===== src/rtl/frame_rx_pkg.sv =====
package frame_rx_pkg;

    typedef enum logic [1:0] {
        FR_FIRST,
        FR_DATA,
        FR_SKIP
    } frame_st_e;

    typedef enum logic [1:0] {
        WK_NONE,
        WK_ADDR,
        WK_CMD
    } word_kind_e;

    typedef struct packed {
        logic cs_n;
        logic sck;
        logic sdi;
    } pins_t;

    function automatic word_kind_e classify(input logic [1:0] tag);
        if (tag[1])      return WK_CMD;
        else if (tag[0]) return WK_ADDR;
        else             return WK_NONE;
    endfunction

endpackage


===== src/rtl/sig_sync.sv =====
module sig_sync #(
    parameter int W = 3,
    parameter int STAGES = 2,
    parameter logic [W-1:0] RST_VAL = '0
) (
    input  logic         clk,
    input  logic         rst,
    input  logic [W-1:0] d,
    output logic [W-1:0] q
);
    logic [W-1:0] stg [STAGES];

    for (genvar k = 0; k < STAGES; k++) begin : g_stage
        if (k == 0) begin : g_head
            always_ff @(posedge clk) begin
                if (rst) stg[k] <= RST_VAL;
                else     stg[k] <= d;
            end
        end else begin : g_tail
            always_ff @(posedge clk) begin
                if (rst) stg[k] <= RST_VAL;
                else     stg[k] <= stg[k-1];
            end
        end
    end

    assign q = stg[STAGES-1];
endmodule


===== src/rtl/word_shifter.sv =====
module word_shifter #(
    parameter int WORD_W = 8
) (
    input  logic              clk,
    input  logic              rst,
    input  logic              sel_act,
    input  logic              frame_start,
    input  logic              frame_end,
    input  logic              sck_rise,
    input  logic              sck_fall,
    input  logic              sdi,
    output logic              word_valid,
    output logic [WORD_W-1:0] word
);
    localparam int CNT_W = $clog2(WORD_W + 1);
    localparam logic [CNT_W-1:0] CNT_FULL = CNT_W'(WORD_W);
    localparam logic [CNT_W-1:0] CNT_ONE  = CNT_W'(1);

    logic [CNT_W-1:0]  cnt_q;
    logic [WORD_W-1:0] sh_q;

    assign word_valid = (cnt_q == CNT_FULL) && ((sel_act && sck_fall) || frame_end);
    assign word       = sh_q;

    always_ff @(posedge clk) begin
        if (rst) begin
            cnt_q <= '0;
            sh_q  <= '0;
        end else if (frame_start || frame_end || word_valid) begin
            cnt_q <= '0;
        end else if (sel_act && sck_rise && cnt_q != CNT_FULL) begin
            sh_q  <= {sh_q[WORD_W-2:0], sdi};
            cnt_q <= cnt_q + CNT_ONE;
        end
    end
endmodule


===== src/rtl/frame_ctrl.sv =====
module frame_ctrl
    import frame_rx_pkg::*;
#(
    parameter int WORD_W = 8,
    parameter int ADDR_W = 6
) (
    input  logic              clk,
    input  logic              rst,
    input  logic              frame_start,
    input  logic              word_valid,
    input  logic [WORD_W-1:0] word,
    output logic              cmd_we,
    output logic [WORD_W-1:0] cmd_data,
    output logic              addr_ld,
    output logic              disp_we,
    output logic [WORD_W-1:0] disp_data,
    output logic [ADDR_W-1:0] disp_addr
);
    localparam logic [ADDR_W-1:0] PTR_ONE = ADDR_W'(1);

    frame_st_e         st_q;
    logic [ADDR_W-1:0] ptr_q;

    always_ff @(posedge clk) begin
        if (rst) begin
            st_q      <= FR_FIRST;
            ptr_q     <= '0;
            cmd_we    <= 1'b0;
            cmd_data  <= '0;
            addr_ld   <= 1'b0;
            disp_we   <= 1'b0;
            disp_data <= '0;
            disp_addr <= '0;
        end else begin
            cmd_we  <= 1'b0;
            addr_ld <= 1'b0;
            disp_we <= 1'b0;
            if (frame_start) begin
                st_q <= FR_FIRST;
            end else if (word_valid) begin
                case (st_q)
                    FR_FIRST: begin
                        case (classify(word[WORD_W-1 -: 2]))
                            WK_ADDR: begin
                                addr_ld   <= 1'b1;
                                disp_addr <= word[ADDR_W-1:0];
                                ptr_q     <= word[ADDR_W-1:0];
                                st_q      <= FR_DATA;
                            end
                            WK_CMD: begin
                                cmd_we   <= 1'b1;
                                cmd_data <= word;
                                st_q     <= FR_SKIP;
                            end
                            default: st_q <= FR_SKIP;
                        endcase
                    end
                    FR_DATA: begin
                        disp_we   <= 1'b1;
                        disp_data <= word;
                        disp_addr <= ptr_q;
                        ptr_q     <= ptr_q + PTR_ONE;
                    end
                    default: ;
                endcase
            end
        end
    end
endmodule


===== src/rtl/frame_word_rx.sv =====
module frame_word_rx
    import frame_rx_pkg::*;
#(
    parameter int WORD_W = 8,
    parameter int ADDR_W = 6,
    parameter int SYNC_STAGES = 2
) (
    input  logic              clk,
    input  logic              rst,
    input  logic              sel_n_i,
    input  logic              sclk_i,
    input  logic              sdi_i,
    output logic              cmd_we_o,
    output logic [WORD_W-1:0] cmd_data_o,
    output logic              addr_ld_o,
    output logic              disp_we_o,
    output logic [WORD_W-1:0] disp_data_o,
    output logic [ADDR_W-1:0] disp_addr_o
);
    localparam pins_t PINS_IDLE = '{cs_n: 1'b1, sck: 1'b0, sdi: 1'b0};

    pins_t raw, syn, prv;
    logic  frame_start, frame_end, sck_rise, sck_fall;
    logic  word_valid;
    logic [WORD_W-1:0] word;

    assign raw = '{cs_n: sel_n_i, sck: sclk_i, sdi: sdi_i};

    sig_sync #(
        .W($bits(pins_t)),
        .STAGES(SYNC_STAGES),
        .RST_VAL(PINS_IDLE)
    ) i_sync (
        .clk(clk),
        .rst(rst),
        .d(raw),
        .q(syn)
    );

    always_ff @(posedge clk) begin
        if (rst) prv <= PINS_IDLE;
        else     prv <= syn;
    end

    assign frame_start = prv.cs_n & ~syn.cs_n;
    assign frame_end   = ~prv.cs_n & syn.cs_n;
    assign sck_rise    = syn.sck & ~prv.sck;
    assign sck_fall    = ~syn.sck & prv.sck;

    word_shifter #(.WORD_W(WORD_W)) i_shift (
        .clk(clk),
        .rst(rst),
        .sel_act(~syn.cs_n),
        .frame_start(frame_start),
        .frame_end(frame_end),
        .sck_rise(sck_rise),
        .sck_fall(sck_fall),
        .sdi(syn.sdi),
        .word_valid(word_valid),
        .word(word)
    );

    frame_ctrl #(.WORD_W(WORD_W), .ADDR_W(ADDR_W)) i_ctrl (
        .clk(clk),
        .rst(rst),
        .frame_start(frame_start),
        .word_valid(word_valid),
        .word(word),
        .cmd_we(cmd_we_o),
        .cmd_data(cmd_data_o),
        .addr_ld(addr_ld_o),
        .disp_we(disp_we_o),
        .disp_data(disp_data_o),
        .disp_addr(disp_addr_o)
    );
endmodule


===== config.mk =====
export PLATFORM = sky130hd
export DESIGN_NAME = frame_word_rx
export DESIGN_NICKNAME = d
export VERILOG_FILES = /design/src/rtl/frame_rx_pkg.sv /design/src/rtl/sig_sync.sv /design/src/rtl/word_shifter.sv /design/src/rtl/frame_ctrl.sv /design/src/rtl/frame_word_rx.sv
export SDC_FILE = /design/constraint.sdc
export NUM_CORES = 1
export LEC_CHECK = 0
export BUFFER_PORTS_ARGS = -buffer_cell sky130_fd_sc_hd__clkbuf_2
export CORE_MARGIN = 2
export CORE_UTILIZATION = 35
export DETAILED_ROUTE_END_ITERATION = 6
export PLACE_DENSITY = 0.49
export SLEW_MARGIN = 20
export SYNTH_ARGS = -nofsm -noshare
export SYNTH_HDL_FRONTEND = slang
export SYNTH_HIERARCHICAL = 1
export SYNTH_SLANG_ARGS = --single-unit

===== constraint.sdc =====
create_clock -name clk -period 2.3 [get_ports clk]
set_input_delay 0.345 -clock clk [delete_from_list [all_inputs] [get_ports clk]]
set_output_delay 0.345 -clock clk [all_outputs]
set_load 0.01 [all_outputs]

==> flow_summary.yaml, run 1 <==
status:
  status: "finished clean"
cells_and_area:
  diodes: 0
  multiInputGateArea_um2: 1020
  final_core_util: 0.418
  fin_nets: 275
  seq_area_um2: 1060
  syn_to_final_growth_pct: 15.0
  fillerInstances: 620
  fin_cells: 343
  drive_gt1_frac: 0.179
clocking:
  cts_max_level: 2
  postCtsSetupRepairBufs: 0
  clock-sinks: 53
  cts-buffers-inserted: 5
  cts_tree: "built"
  clock_path_buffers: 2
  postCtsHoldBufs: 0
  path_clk_slew_ns: 0.10
  clk_latency_ns: 0.32
  ctsResizeCount: 0
  clockRootBuffer: "clkbuf_8"
critical_path:
  path_max_fanout: 15
  r2r-end: "i_ctrl/ptr_q[5]"
  required_ns: 2.51
  critPathKind: "flop to flop"
  cp-start-kind: "flop"
  r2r-start: "i_sync/stg[1][2]"
  crit_arrival_ns: 2.21
  end_kind: "flop"
  reg2regPathDepth: 7
  ff2ff_setup_slack_ns: 0.30
routing:
  drt-vias-per-instance: 4.83
  drc: 0
  wl_per_cell_um: 12.8
  dr_total_vias: 1656
  dr.pass1.iters: 4
  antenna_left: 0
  drt_iter0_markers: 106
  postRouteWirelength_um: 4380
grt:
  grt_pass1_wl_um: 7330
  grt.total_usage: 0.143
  grt_pass1_vias: 1501
  antenna_found_initial: 0
  grt_overflow_total: 0
  grt_max_degree: 37
placement:
  portBuffers: 29
  place_inst: 335
  gp_congestion: 0.816
  dp_slack_ns: 0.309
  hpwl_um: 3090
synthesis:
  yosysWarnings: 6
  synth-edff-count: 0
  synth-seq-cells: 53
  async_reset_ff_frac: 0
  syn_inst: 238
  syn-num-nets: 246
  synth-seq-area-share: 0.490
  synth.distinct_cells: 37
  ys.flop_type: "dfxtp_1"
  syn_area_per_cell_um2: 9.09
  synth_area_um2: 2160
min_path:
  hold_end: "i_sync/stg[0][2]"
  hp-start: "sel_n_i"
  holdPathStages: 2
  hold_path_class: "primary input to flop"
timing:
  rsz0062_at_grt: "false"
  max_clock_freq_ghz: 0.501
  hold_viol: 0
  skew_ns: 0.0130
  worst_slew_pin_slew_ns: 0.658
  fin_setup_tns_ns: 0
  final.setup.worst_slack_ns: 0.304
  drv_slew: 0
  setup_violations: 0
  hold_slack_ns: 0.211
  fin_crit_sh: 0.868
  period_needed_ns: 2.00
  slew_headroom: 0.560
floorplanning:
  row_count: 28
  design.die.area_um2: 6830
  die_x_um: 82.6
  coreArea_um2: 5960
  io_pins: 30
  start_util: 0.363
  fp.dieH_um: 82.6
power_and_ir_drop:
  power.density_nw_per_um2: 609
  power_leakage_nw: 0.975
  vdd_ir_drop_max_mv: 0.376
flow_run:
  cap_violations: 0
worst max path at each step:
stage                                endpoint  slack [ns]             start  cells past startpoint
after floorplan           i_ctrl/disp_addr[1]        0.52  i_sync/stg[1][2]                      7
after global placement        i_ctrl/ptr_q[5]        0.37  i_sync/stg[1][2]                      7
after detailed placement      i_ctrl/ptr_q[5]        0.31  i_sync/stg[1][2]                      7
after CTS                     i_ctrl/ptr_q[5]        0.28  i_sync/stg[1][2]                      7
after global routing      i_ctrl/disp_addr[2]        0.03  i_sync/stg[1][2]                      7
final                         i_ctrl/ptr_q[5]        0.30  i_sync/stg[1][2]                      7
power by group:
group          internal, mW  leakage (nW)  switching, mW  total (mW)
sequential            0.923         0.428        0.00211       0.925
combinational        0.0157         0.504         0.0228      0.0386
clock                 0.222        0.0423          0.329       0.551
total                  1.16         0.975          0.354        1.52
logic make-up after synthesis:
| group | share of synthesized area |
|---|---|
| buffers and inverters | 0.0359 |
| AO/OA/AOI/OAI | 0.117 |
| adder cells (fa/ha/maj) | 0.0174 |
| AND/OR/NAND/NOR | 0.265 |
| flip-flops | 0.490 |
| multiplexers | 0.0740 |
cell usage in the layout, fill, tap and decap left out, types with 4 or more instances in the layout:
master,n
a211oi_1,5
a21oi_1,20
and2_1,6
buf_4,4
clkbuf_2,29
clkbuf_8,5
dfxtp_1,53
inv_1,5
mux2i_1,16
nand2_1,22
nand2b_1,10
nand3_1,5
nor2_1,21
nor2b_1,12
nor3_1,12
o21ai_0,11
routing by layer:
metal | vias up | part of all wire | wire length, um | track usage
met2 | 19 | 0.43 | 1890 | 0.212
met4 | 0 | 0.014 | 62 | 0.0590
li1 | 881 | - | - | -
met5 | - | 0 | 0 | 0
met3 | 5 | 0.026 | 114 | 0.0337
met1 | 751 | 0.53 | 2320 | 0.198
per-stage QoR:
stage | area [um^2] | power (mW)
finish | 2490 | 1.52
global route | 2490 | 1.58
CTS | 2490 | 1.55
detailed placement | 2390 | 0.986
global placement | 2390 | 0.986
floorplan | 2160 | 0.972
Yosys cell counts, types with 2 or more instances:
library cell	n	area, um^2
dfxtp_1	53	1060
nand2_1	22	82.6
nor2_1	21	78.8
a21oi_1	20	100
mux2i_1	16	160
nor2b_1	12	75.1
nor3_1	12	60.1
o21ai_0	11	55.1
nand2b_1	10	62.6
and2_1	6	37.5
clkbuf_1	6	22.5
a211oi_1	5	37.5
buf_2	5	25.0
inv_1	5	18.8
nand3_1	5	25.0
ha_1	3	37.5
or2_1	3	18.8
a311oi_1	2	17.5
nand3b_1	2	15.0
nand4_1	2	12.5
flip-flops by register name (all words and copies together), names as in the netlist:
| name | count |
|---|---|
| i_sync/stg | 6 |
| i_ctrl/disp_we | 1 |
| i_ctrl/ptr_q | 6 |
| i_ctrl/st_q | 2 |
| i_ctrl/disp_data | 8 |
| i_shift/word | 8 |
| i_ctrl/cmd_data | 8 |
| i_ctrl/disp_addr | 6 |
| prv | 2 |
| i_ctrl/cmd_we | 1 |
| i_shift/cnt_q | 4 |
| i_ctrl/addr_ld | 1 |
area by class of cell:
cell class	count	area share
clock inverter	3	0.0106
tap	75	0.0377
inverter	5	0.00754
sequential	53	0.426
clock buffer	5	0.0277
timing repair buffer	34	0.0784
multi-input combinational	168	0.412
critical path, stage by stage (launching register included):
cell and delay [ns]:
dfxtp_1 0.37, nor2b_1 0.34, a21oi_1 0.10, nor2_1 0.14
nor3b_2 0.27, o21a_2 0.36, o22ai_1 0.12, a32o_1 0.21
Power figures use the tool's default switching activity.
==> inputs of run 2 (changes only) <==
==> constraint.sdc (replaced) <==
create_clock -name clk -period 2 [get_ports clk]
set_input_delay 0.3 -clock clk [delete_from_list [all_inputs] [get_ports clk]]
set_output_delay 0.3 -clock clk [all_outputs]
set_load 0.01 [all_outputs]
==> run 2 against run 1 <==
  * Final cell count increased by 2.9%
  * First-iteration DRC count decreased by 40%
  * Worst hold slack worse by 0.044 ns
  * Die area unchanged
  * Critical endpoint is now i_ctrl/disp_addr[3]
  * Highest routed layer unchanged
==> flow_summary.yaml, run 2 (synthesis gave the netlist of run 1 again) <==
power_and_ir_drop:
  swShare: 0.213
  p_sw_mw: 0.396
  power.density_nw_per_um2: 705
  power_leakage_nw: 1.05
  clkPwrFrac: 0.399
  pwr-share-comb: 0.027
  vdd_ir_drop_max_mv: 0.376
  p_int_mw: 1.46
  seqPwrFrac: 0.574
routing:
  drc: 0
  dr_total_vias: 1740
  wl_per_cell_um: 13.1
  dr.pass1.iters: 4
  drt_iter0_markers: 64
  antenna_left: 0
  drt-vias-per-instance: 4.93
  postRouteWirelength_um: 4630
critical_path:
  path_max_fanout: 9
  cp_slowest_cell: "dfxtp_1"
  required_ns: 2.19
  crit_buf_inv: 2
  cp_slowest_stage_delay_ns: 0.35
  cp-start-kind: "flop"
  critPathKind: "flop to flop"
  end_kind: "flop"
  path_cells: "inv_1 -> ha_1 -> nand3b_1 -> nor2_2 -> nor3b_4 -> buf_4 -> o21ai_4 -> a211oi_1 -> nor3_1"
  crit_arrival_ns: 2.04
  cp_top_family: "simple AND/OR/NAND/NOR gates"
grt:
  grt_overflow_total: 0
  grt.total_usage: 0.140
  grt_pass1_vias: 1526
  antenna_found_initial: 0
  grt_max_degree: 39
  grt_pass1_wl_um: 7330
clocking:
  clock-sinks: 53
  cts_max_level: 2
  cts-buffers-inserted: 5
  clock_path_buffers: 2
  clockRootBuffer: "clkbuf_8"
  cts_tree: "built"
  clk_latency_ns: 0.31
  path_clk_slew_ns: 0.10
  postCtsHoldBufs: 0
cells_and_area:
  fin_nets: 285
  fillerInstances: 623
  syn_to_final_growth_pct: 21.5
  final_area_um2: 2630
  final_core_util: 0.441
  mostFrequentLayoutCell: "dfxtp_1"
  diodes: 0
  layout_common_cells: "53 x dfxtp_1, 29 x clkbuf_2, 22 x nand2_1"
  drive_gt1_frac: 0.227
floorplanning:
  start_util: 0.363
  fp.dieH_um: 82.6
  coreArea_um2: 5960
  die_x_um: 82.6
  row_count: 28
  design.die.area_um2: 6830
  io_pins: 30
timing:
  slew_headroom: 0.635
  fin_crit_sh: 0.927
  skew_ns: 0.0132
  period_needed_ns: 1.85
  drv_slew: 0
  worst_slew_pin_slew_ns: 0.546
  rsz0062_at_grt: "true"
  hold_viol: 0
  setup_violations: 0
  max_clock_freq_ghz: 0.539
min_path:
  hold_path_class: "primary input to flop"
placement:
  dpl-instance-area_um2: 2420
  hpwl_um: 3120
  portBuffers: 29
  gp_congestion: 0.817
flow_run:
  cap_violations: 0
status:
  status: "finished clean"
[run 2: final cells by class]
cell class                 instances  area, um^2  area share
multi-input combinational        168        1060       0.404
sequential                        53        1060       0.404
timing repair buffer              44         280       0.107
tap                               75        93.8      0.0357
clock buffer                       5        68.8      0.0262
clock inverter                     3        43.8      0.0167
inverter                           5        18.8     0.00714
[run 2: power by group through the flow]
stage,Sequential [mW],Clock (mW),Combinational [mW]
final,1.06,0.740,0.0494
after global routing,1.06,0.796,0.0544
after CTS,1.06,0.776,0.0496
after detailed placement,1.09,0,0.0495
after global placement,1.09,0,0.0494
after floorplan,1.09,0,0.0296
[run 2: per-layer routing]
metal  track usage  routed length [um]
met1         0.196                2330
met2         0.212                2110
met3        0.0250                 139
met4        0.0590                  56
met5             0                   0
[run 2: what timing repair did]
| item | in CTS | in global routing |
|---|---|---|
| buffers inserted | 0 | 6 |
| setup endpoints to repair | 0 | 25 |
| hold endpoints to repair | 0 | 0 |
| gates resized for setup | 0 | 9 |
[run 2: worst paths after layout]
kind | endpoint | start | slack [ns] | depth (start not counted)
min | i_sync/stg[0][2] | sel_n_i | 0.17 | 2
max reg2reg | i_ctrl/disp_addr[3] | i_shift/cnt_q[0] | 0.15 | 9
max | i_ctrl/disp_addr[3] | i_shift/cnt_q[0] | 0.15 | 9
min reg2reg | i_sync/stg[1][2] | i_sync/stg[0][2] | 0.41 | 1
[run 2: metrics by stage]
step | power (mW) | TNS, ns | setup WS, ns | hold slack (ns) | cells
after floorplan | 1.12 | 0 | 0.215 | 0.372 | 238
after global placement | 1.14 | 0 | 0.110 | 0.387 | 339
after detailed placement | 1.14 | 0 | 0.0361 | 0.395 | 339
after CTS | 1.89 | 0 | 0.00444 | 0.154 | 347
after global routing | 1.91 | -0.116 | -0.0359 | 0.166 | 353
final | 1.85 | 0 | 0.146 | 0.167 | 353
==> inputs of run 3 (changes only) <==
--- a/config.mk
+++ b/config.mk
@@ -6,10 +6,13 @@
 export NUM_CORES = 1
 export LEC_CHECK = 0
 export BUFFER_PORTS_ARGS = -buffer_cell sky130_fd_sc_hd__clkbuf_2
+export CELL_PAD_IN_SITES_DETAIL_PLACEMENT = 1
+export CELL_PAD_IN_SITES_GLOBAL_PLACEMENT = 1
 export CORE_MARGIN = 2
 export CORE_UTILIZATION = 35
 export DETAILED_ROUTE_END_ITERATION = 6
-export PLACE_DENSITY = 0.49
+export PLACE_DENSITY = 0.62
+export REMOVE_ABC_BUFFERS = 1
 export SLEW_MARGIN = 20
 export SYNTH_ARGS = -nofsm -noshare
 export SYNTH_HDL_FRONTEND = slang
==> run 3 against run 2 <==
  * Combinational power down 5.9%
  * Clock-buffer cell count up 1
  * Via count up 2.0%
  * Power down 4.5%
  * Utilization down 0.65 points
  * Highest routed layer unchanged
  * Register-to-register slack worse by 0.03 ns
  * Die area unchanged
  * Clock power down 11%
  * Critical path type unchanged
  * First-iteration DRC count up 25%
==> flow_summary.yaml, run 3 (synthesis gave the netlist of run 1 again) <==
cells_and_area:
  syn_to_final_growth_pct: 19.7
  mostFrequentLayoutCell: "dfxtp_1"
  drive_gt1_frac: 0.230
  layout_common_cells: "52 x dfxtp_1, 29 x clkbuf_2, 22 x nand2_1"
  fin_nets: 285
  fin_cells: 353
  final_area_um2: 2590
  diodes: 0
  fillerInstances: 723
floorplanning:
  io_pins: 30
  die_x_um: 82.6
  start_util: 0.363
  row_count: 28
  design.die.area_um2: 6830
  fp.dieH_um: 82.6
  coreArea_um2: 5960
timing:
  max_clock_freq_ghz: 0.531
  drv_slew: 0
  period_needed_ns: 1.88
  worst_slew_pin_slew_ns: 0.556
  setup_violations: 0
  fin_setup_tns_ns: 0
  skew_ns: 0.00655
  fin_crit_sh: 0.941
  final.setup.worst_slack_ns: 0.117
  hold_viol: 0
  hold_slack_ns: 0.161
  slew_headroom: 0.629
routing:
  drt_iter0_markers: 80
  postRouteWirelength_um: 5080
  dr_total_vias: 1774
  antenna_left: 0
  dr.pass1.iters: 4
  wl_per_cell_um: 14.4
  drt-vias-per-instance: 5.03
  drc: 0
clocking:
  cts_max_level: 2
  clockRootBuffer: "clkbuf_8"
  clk_latency_ns: 0.31
  cts-buffers-inserted: 5
  clock-sinks: 53
  clock_path_buffers: 2
  path_clk_slew_ns: 0.10
  cts_tree: "built"
  postCtsHoldBufs: 0
grt:
  grt_max_degree: 33
  grt_overflow_total: 0
  grt.total_usage: 0.153
  antenna_found_initial: 0
  grt_pass1_wl_um: 7850
  grt_pass1_vias: 1546
critical_path:
  crit_arrival_ns: 2.08
  cp-endpoint: "i_ctrl/ptr_q[1]"
  crit_path_start: "i_shift/cnt_q[1]"
  cp-start-kind: "flop"
  ff2ff_setup_slack_ns: 0.12
  cp_top_family: "simple AND/OR/NAND/NOR gates"
  r2r-start: "i_shift/cnt_q[1]"
  r2r-end: "i_ctrl/ptr_q[1]"
  cp_slowest_cell: "dfxtp_1"
  crit_buf_inv: 2
  required_ns: 2.20
  end_kind: "flop"
  cp_slowest_stage_delay_ns: 0.35
  path_max_fanout: 9
  critPathKind: "flop to flop"
  crit_cells: 9
  path_cells: "inv_1 -> ha_2 -> nand3b_1 -> nor2_2 -> nor3b_4 -> buf_4 -> o21ai_2 -> a211oi_1 -> nor3_1"
  reg2regPathDepth: 9
placement:
  dpl-instance-area_um2: 2420
  portBuffers: 29
  dp_slack_ns: 0.0990
  place_inst: 340
  gp_congestion: 0.796
  hpwl_um: 3450
min_path:
  holdPathStages: 2
  hold_path_class: "primary input to flop"
flow_run:
  cap_violations: 0
status:
  status: "finished clean"
power_and_ir_drop:
  power_leakage_nw: 1.03
  vdd_ir_drop_max_mv: 0.346
  power.density_nw_per_um2: 683
==> run 3: worst min path at each step <==
| stage | from | endpoint |
|---|---|---|
| 2_1_floorplan | rst | i_ctrl/cmd_data[7] |
| 3_3_place_gp | i_sync/stg[0][2] | i_sync/stg[1][2] |
| 3_5_place_dp | i_sync/stg[0][2] | i_sync/stg[1][2] |
| 4_1_cts | sel_n_i | i_sync/stg[0][2] |
| 5_1_grt | sel_n_i | i_sync/stg[0][2] |
| 6_report | sel_n_i | i_sync/stg[0][2] |
==> run 3: timing repair <==
item	4_1_cts	5_1_grt
setup buffers	0	4
setup endpoints to repair	0	27
resized for setup	0	9
==> run 3: layer usage <==
layer,up-vias,share of wire,GRT usage
li1,898,-,-
met1,841,0.51,0.225
met2,30,0.45,0.222
met3,5,0.033,0.0293
met4,0,0.014,0.0541
met5,-,0,0
==> run 3: worst register-to-register path, cell delays in order, from the launching register on <==
cell and delay (ns):
dfxtp_1 0.35, inv_1 0.07, ha_2 0.19, nand3b_1 0.13
nor2_2 0.15, nor3b_4 0.24, buf_4 0.17, o21ai_2 0.13
a211oi_1 0.28, nor3_1 0.07
==> run 3: power by group <==
group	switching (mW)	internal (mW)
Clock	0.371	0.288
Combinational	0.0278	0.0187
Sequential	0.00284	1.06
==> run 3: final cells by class <==
cell class / instances / area, um^2 / share of cell area
inverters: 5 / 18.8 / 0.00725
clock buffers: 6 / 82.6 / 0.0319
flip-flops and latches: 53 / 1060 / 0.410
clock inverters: 2 / 17.5 / 0.00676
multi-input cells: 169 / 1060 / 0.411
well taps: 75 / 93.8 / 0.0362
repair buffers: 43 / 250 / 0.0966
==> run 3: metrics by stage <==
stage	total power, mW	util
after detailed placement	1.14	0.406
after floorplan	1.11	-
after global routing	1.84	0.435
final	1.77	0.435
after CTS	1.80	0.423
after global placement	1.13	0.406
